### src/rtl/ictd_pkg.sv
package ictd_pkg;

  typedef enum logic [1:0] {
    ST_IDLE = 2'd0,
    ST_RUN  = 2'd1,
    ST_DONE = 2'd2
  } ictd_state_e;

  // Test word of net idx: code idx+1, optionally headed by a constant 1.
  function automatic int unsigned net_word(input int unsigned idx,
                                           input int unsigned cw,
                                           input bit          extra);
    int unsigned head;
    head = extra ? (32'd1 << cw) : 32'd0;
    return head + idx + 32'd1;
  endfunction

endpackage

### src/rtl/ictd_seq.sv
module ictd_seq #(
  parameter int TL = 4,
  parameter int SW = 2
) (
  input  logic          clk,
  input  logic          rst_n,
  input  logic          start,
  input  logic          vec_accept,
  output logic [SW-1:0] step,
  output logic          running,
  output logic          finished,
  output logic          clr,
  output logic          shift_en
);
  import ictd_pkg::*;

  ictd_state_e state_q, state_d;
  logic [SW-1:0] step_q, step_d;
  logic          state_en, step_en;
  logic          last_step;

  assign last_step = (step_q == SW'(TL - 1));

  always_comb begin
    state_d  = state_q;
    step_d   = step_q;
    state_en = 1'b0;
    step_en  = 1'b0;
    if (start) begin
      state_d  = ST_RUN;
      step_d   = '0;
      state_en = 1'b1;
      step_en  = 1'b1;
    end else if (state_q == ST_RUN && vec_accept) begin
      if (last_step) begin
        state_d  = ST_DONE;
        state_en = 1'b1;
      end else begin
        step_d  = step_q + SW'(1);
        step_en = 1'b1;
      end
    end
  end

  always_ff @(posedge clk or negedge rst_n) begin
    if (!rst_n) begin
      state_q <= ST_IDLE;
    end else if (state_en) begin
      state_q <= state_d;
    end
  end

  always_ff @(posedge clk or negedge rst_n) begin
    if (!rst_n) begin
      step_q <= '0;
    end else if (step_en) begin
      step_q <= step_d;
    end
  end

  assign step     = step_q;
  assign running  = (state_q == ST_RUN);
  assign finished = (state_q == ST_DONE);
  assign clr      = start;
  assign shift_en = running & vec_accept & ~start;


  step_range_chk: assert property (@(posedge clk) disable iff (!rst_n)
    running |-> (step_q <= SW'(TL - 1)));


  done_after_last_chk: assert property (@(posedge clk) disable iff (!rst_n)
    $rose(finished) |-> $past(running && vec_accept && last_step));


  idle_accept_ignored_chk: assert property (@(posedge clk) disable iff (!rst_n)
    (!running && !start) |=> $stable(step_q));


  start_restart_chk: assert property (@(posedge clk) disable iff (!rst_n)
    start |=> (running && step_q == '0));

endmodule

### src/rtl/ictd_codegen.sv
module ictd_codegen #(
  parameter int NUM_NETS  = 6,
  parameter int CW        = 3,
  parameter int TL        = 4,
  parameter int SW        = 2,
  parameter bit EXTRA_BIT = 1'b1
) (
  input  logic [SW-1:0]       step,
  input  logic                running,
  output logic [NUM_NETS-1:0] slice
);
  import ictd_pkg::*;

  logic [SW-1:0] bit_idx;
  assign bit_idx = SW'(TL - 1) - step;

  for (genvar gi = 0; gi < NUM_NETS; gi++) begin : g_net
    localparam logic [TL-1:0] WORD = TL'(net_word(gi, CW, EXTRA_BIT));
    assign slice[gi] = running & WORD[bit_idx];
  end


  always_comb begin
    if (!running) begin
      idle_slice_zero_chk: assert (slice == '0);
    end
  end

endmodule

### src/rtl/ictd_capture.sv
module ictd_capture #(
  parameter int NUM_NETS = 6,
  parameter int TL       = 4
) (
  input  logic                   clk,
  input  logic                   rst_n,
  input  logic                   clr,
  input  logic                   shift_en,
  input  logic [NUM_NETS-1:0]    resp,
  output logic [NUM_NETS*TL-1:0] rx_words
);

  for (genvar gi = 0; gi < NUM_NETS; gi++) begin : g_net
    logic [TL-1:0] rx_q, rx_d;
    logic          rx_en;

    always_comb begin
      rx_en = clr | shift_en;
      if (clr) begin
        rx_d = '0;
      end else begin
        rx_d = {rx_q[TL-2:0], resp[gi]};
      end
    end

    always_ff @(posedge clk or negedge rst_n) begin
      if (!rst_n) begin
        rx_q <= '0;
      end else if (rx_en) begin
        rx_q <= rx_d;
      end
    end

    assign rx_words[gi*TL +: TL] = rx_q;
  end

endmodule

### src/rtl/ictd_diag.sv
module ictd_diag #(
  parameter int NUM_NETS  = 6,
  parameter int CW        = 3,
  parameter int TL        = 4,
  parameter bit EXTRA_BIT = 1'b1
) (
  input  logic                   valid,
  input  logic [NUM_NETS*TL-1:0] rx_words,
  output logic [NUM_NETS-1:0]    fault,
  output logic [NUM_NETS-1:0]    open_net
);
  import ictd_pkg::*;

  for (genvar gi = 0; gi < NUM_NETS; gi++) begin : g_net
    localparam logic [TL-1:0] WORD = TL'(net_word(gi, CW, EXTRA_BIT));
    logic [TL-1:0] rx;
    assign rx           = rx_words[gi*TL +: TL];
    assign fault[gi]    = valid & (rx != WORD);
    assign open_net[gi] = valid & (rx == '0);
  end

endmodule

### src/rtl/netcode_diag.sv
module netcode_diag #(
  parameter int NUM_NETS  = 6,
  parameter bit EXTRA_BIT = 1'b1
) (
  input  logic                clk,
  input  logic                rst_n,
  input  logic                start,
  input  logic                vec_accept,
  input  logic [NUM_NETS-1:0] resp_vec,
  output logic [NUM_NETS-1:0] drive_vec,
  output logic                drive_valid,
  output logic                done,
  output logic [NUM_NETS-1:0] fault,
  output logic [NUM_NETS-1:0] open_net
);
  localparam int CW = $clog2(NUM_NETS + 2);
  localparam int TL = CW + (EXTRA_BIT ? 1 : 0);
  localparam int SW = $clog2(TL);

  if (NUM_NETS < 1 || (NUM_NETS + 1) >= (1 << CW)) begin : g_bad_cfg
    $error("netcode_diag: code space cannot avoid the all-one word");
  end

  logic [1:0] rst_sync_q;
  logic       rst_i;

  always_ff @(posedge clk or negedge rst_n) begin
    if (!rst_n) begin
      rst_sync_q <= 2'b00;
    end else begin
      rst_sync_q <= {rst_sync_q[0], 1'b1};
    end
  end
  assign rst_i = rst_sync_q[1];

  logic [SW-1:0]          step;
  logic                   running, finished, clr, shift_en;
  logic [NUM_NETS*TL-1:0] rx_words;

  ictd_seq #(.TL(TL), .SW(SW)) u_seq (
    .clk(clk), .rst_n(rst_i), .start(start), .vec_accept(vec_accept),
    .step(step), .running(running), .finished(finished),
    .clr(clr), .shift_en(shift_en)
  );

  ictd_codegen #(.NUM_NETS(NUM_NETS), .CW(CW), .TL(TL), .SW(SW),
                 .EXTRA_BIT(EXTRA_BIT)) u_gen (
    .step(step), .running(running), .slice(drive_vec)
  );

  ictd_capture #(.NUM_NETS(NUM_NETS), .TL(TL)) u_cap (
    .clk(clk), .rst_n(rst_i), .clr(clr), .shift_en(shift_en),
    .resp(resp_vec), .rx_words(rx_words)
  );

  ictd_diag #(.NUM_NETS(NUM_NETS), .CW(CW), .TL(TL),
              .EXTRA_BIT(EXTRA_BIT)) u_diag (
    .valid(finished), .rx_words(rx_words), .fault(fault), .open_net(open_net)
  );

  assign drive_valid = running;
  assign done        = finished;


  open_implies_fault_chk: assert property (@(posedge clk) disable iff (!rst_i)
    ((open_net & ~fault) == '0));


  flags_quiet_chk: assert property (@(posedge clk) disable iff (!rst_i)
    !done |-> (fault == '0 && open_net == '0));


  flags_hold_chk: assert property (@(posedge clk) disable iff (!rst_i)
    ($past(done) && done) |-> ($stable(fault) && $stable(open_net)));


  valid_done_excl_chk: assert property (@(posedge clk) disable iff (!rst_i)
    !(done && drive_valid));

endmodule

### config.mk
export PLATFORM = sky130hd
export DESIGN_NAME = netcode_diag
export DESIGN_NICKNAME = d
export VERILOG_FILES = /design/src/rtl/ictd_pkg.sv /design/src/rtl/ictd_seq.sv /design/src/rtl/ictd_codegen.sv /design/src/rtl/ictd_capture.sv /design/src/rtl/ictd_diag.sv /design/src/rtl/netcode_diag.sv
export SDC_FILE = /design/constraint.sdc
export NUM_CORES = 1
export LEC_CHECK = 0
export ABC_AREA = 0
export BUFFER_PORTS_ARGS = -buffer_cell sky130_fd_sc_hd__clkbuf_2
export CAP_MARGIN = 0
export CORE_UTILIZATION = 51
export CTS_BUF_LIST = sky130_fd_sc_hd__clkbuf_16
export DETAILED_ROUTE_END_ITERATION = 10
export PLACE_DENSITY_LB_ADDON = 0.15
export REMOVE_ABC_BUFFERS = 1
export SETUP_SLACK_MARGIN = 0.4
export SYNTH_ARGS = -nofsm -noshare
export SYNTH_HDL_FRONTEND = slang
export SYNTH_SLANG_ARGS = --single-unit
### constraint.sdc
create_clock -name clk -period 4.3 [get_ports clk]
set_clock_uncertainty 0.2 [all_clocks]
set_input_delay 0.645 -clock clk [delete_from_list [all_inputs] [get_ports clk]]
set_output_delay 0.645 -clock clk [all_outputs]
set_load 0.03 [all_outputs]
==> results.py <==
metrics = {
    "setup_path": {
        "crit_type": "reg -> out",
        "cp.required_ns": 3.45,
        "critPathBufInv": 1,
        "slowest_delay_ns": 0.43,
        "cp.arrival_ns": 1.77,
        "crit_fanout": 13,
        "crit_chain": "nand2b_1 -> nor4b_1 -> clkbuf_2",
        "slowest_stage": "dfrtp_1",
        "start_kind": "flop",
        "crit_family": "simple AND/OR/NAND/NOR gates",
        "end_kind": "output pin",
    },
    "clock_network": {
        "cts_resized": 0,
        "cts_sinks": 30,
        "htreeDepth": 2,
        "clk_latency_ns": 0.26,
        "post_cts_buffers": 0,
        "cts_tree": "built",
        "numCtsBuffers": 5,
        "clk_pin_slew_worst_paths_ns": 0.05,
        "holdBufCountCts": 1,
        "clock_path_buffers": 2,
        "root_buffer": "clkbuf_16",
    },
    "status": {
        "violations": "design-rule violations",
        "status": "complete, but fails checks",
    },
    "routing": {
        "dr.pass1.iters": 7,
        "viasPerCell": 5.31,
        "drtIter0Drc": 38,
        "ant_nets": 0,
        "drc": 1,
        "vias": 1105,
        "routedWlPerCell_um": 13.7,
        "totalWireLength_mm": 2.85,
    },
    "logic_synthesis": {
        "syn_area_per_cell_um2": 10.8,
        "yosysUniqueCellTypes": 22,
        "syn-cell-area_mm2": 0.00158,
        "synthCells": 146,
        "ys_warn_count": 0,
        "yosysSeqAreaShare_pct": 47.6,
        "ys_ff_latch": 30,
    },
    "final_layout": {
        "instances_no_fill": 208,
        "diodes": 0,
        "syn_to_final_growth_pct": 18.4,
        "n_fill_cell": 230,
        "nets": 191,
        "final_layout_size_suffix_gt1_share_pct": 22.6,
        "layout_commonest_cell": "nand2b_1",
        "final_cell_mix": "nand2b_1, dfrtp_1, clkbuf_2",
    },
    "power": {
        "power_leakage_nw": 0.956,
        "p_per_area_mw_per_mm2": 381,
        "peakVddDrop_uv": 220,
    },
    "floorplan": {
        "coreArea_mm2": 0.00285,
        "ioPinCount": 30,
        "die_width_um": 57.6,
        "die_area_mm2": 0.00332,
        "initial_core_util_pct": 55.3,
        "dieHeight_um": 57.6,
        "rows": 19,
    },
    "timing": {
        "rsz0062_at_grt": "no",
        "hold_viol": 0,
        "tns_ns": 0,
        "fmax_ghz": 0.382,
        "setup_violations": 0,
        "drv_slew": 0,
        "maxSlewHeadroom_pct": 25.5,
        "fin_crit_ns": 2.62,
        "finalCritPeriodShare_pct": 60.8,
        "worst_pin_slew_ns": 1.12,
    },
    "grt": {
        "grt_max_degree": 38,
        "grt_pass1_wl_mm": 4.75,
        "antenna_found_initial": 0,
        "grt-ovfl-total": 0,
        "grtUsageTotal_pct": 19.3,
        "grt_pass1_vias": 1124,
    },
    "placed_design": {
        "place.port_buffers": 29,
        "place_congestion": 0.698,
        "dp.cells": 199,
        "place_hpwl_mm": 1.92,
    },
    "min_path": {
        "hp-class": "reg -> reg",
    },
    "job": {
        "maxCapViolations": 0,
    },
}
[through the flow]
| step | worst slack, ns | hold WS [ns] | utilization, % | area [um^2] | total power [mW] |
|---|---|---|---|---|---|
| after floorplan | 1.67 | 0.131 | - | 1530 | 0.375 |
| after global placement | 2.07 | 0.138 | 60.3 | 1720 | 0.399 |
| after detailed placement | 2.00 | 0.141 | 60.3 | 1720 | 0.403 |
| after CTS | 1.69 | 0.152 | 65.4 | 1870 | 0.722 |
| after global routing | 1.55 | 0.153 | 65.4 | 1870 | 0.743 |
| final | 1.68 | 0.147 | 65.4 | 1870 | 0.712 |
[final timing paths]
check	endpoint	slack (ns)	startpoint	depth (start not counted)
min reg2reg	rst_sync_q[1]	0.15	rst_sync_q[0]	0
min	rst_sync_q[1]	0.15	rst_sync_q[0]	0
max reg2reg	u_cap.g_net[4].rx_q[0]	2.49	u_seq.state_q[1]	3
min in group asynchronous	u_seq.step[0]	0.27	rst_sync_q[1]	0
max	open_net[1]	1.68	u_seq.state_q[0]	3
max in group asynchronous	u_cap.g_net[2].rx_q[0]	2.96	rst_sync_q[1]	0
[power breakdown]
part           internal, mW  switching (mW)
registers             0.294          0.0142
clock network         0.208           0.105
logic                0.0374          0.0537
[cell usage after synthesis]
cell | instances | area share [%]
nand3b_1 | 1 | 0.48
clkbuf_1 | 3 | 0.71
nor2b_1 | 1 | 0.40
mux2_2 | 1 | 0.71
nor4b_1 | 3 | 1.7
or4_2 | 2 | 1.1
ha_1 | 5 | 4.0
and3b_1 | 1 | 0.56
nor2_1 | 16 | 3.8
and4bb_2 | 1 | 0.79
a41oi_1 | 3 | 1.7
a31oi_1 | 5 | 2.0
or2b_1 | 2 | 0.95
clkbuf_2 | 1 | 0.32
dfrtp_1 | 30 | 48
inv_1 | 8 | 1.9
mux2i_1 | 25 | 16
or4_1 | 1 | 0.48
conb_1 | 1 | 0.24
nand2b_1 | 32 | 13
buf_6 | 2 | 1.4
buf_2 | 2 | 0.63
[flip-flops by register name, indices dropped and copies added, names as in the netlist]
register / cells
u_seq.step: 2
rst_sync_q: 2
u_cap.g_net.rx_q: 24
u_seq.state_q: 2
[area by class of cell]
type                    count  area, um^2  area share [%]
flip-flops and latches     30         751            40.2
multi-input cells         100         747            40.0
repair buffers             31         163            8.71
clock buffers               5         125            6.70
well taps                  31        38.8            2.08
inverters                   8        30.0            1.61
clock inverters             3        12.5           0.670
[worst reg2reg max path: stages, from the launching register on]
cell	delay, ns
dfrtp_1	0.41
and3b_1	0.49
buf_4	0.36
mux2i_1	0.26
[metal layers]
metal	wire (um)	track usage, %	share of wire [%]	vias up
met5	0	0	0	-
met4	17	6.27	0.60	0
met3	121	7.26	4.2	2
met2	1450	33.9	51	26
met1	1270	21.5	44	533
li1	-	-	-	544
[cells by family (layout without fill, tap and decap cells)]
family	count (synthesis)	in the layout	synth area share [%]
AOI/OAI and AO/OA	8	8	3.65
adders and majority gates	5	5	3.97
buffers and inverters	16	47	5.00
DFF	30	30	47.6
muxes	26	26	16.6
other	1	1	0.238
and+or+nand+nor	60	60	22.9
Power figures use the tool's default switching activity.
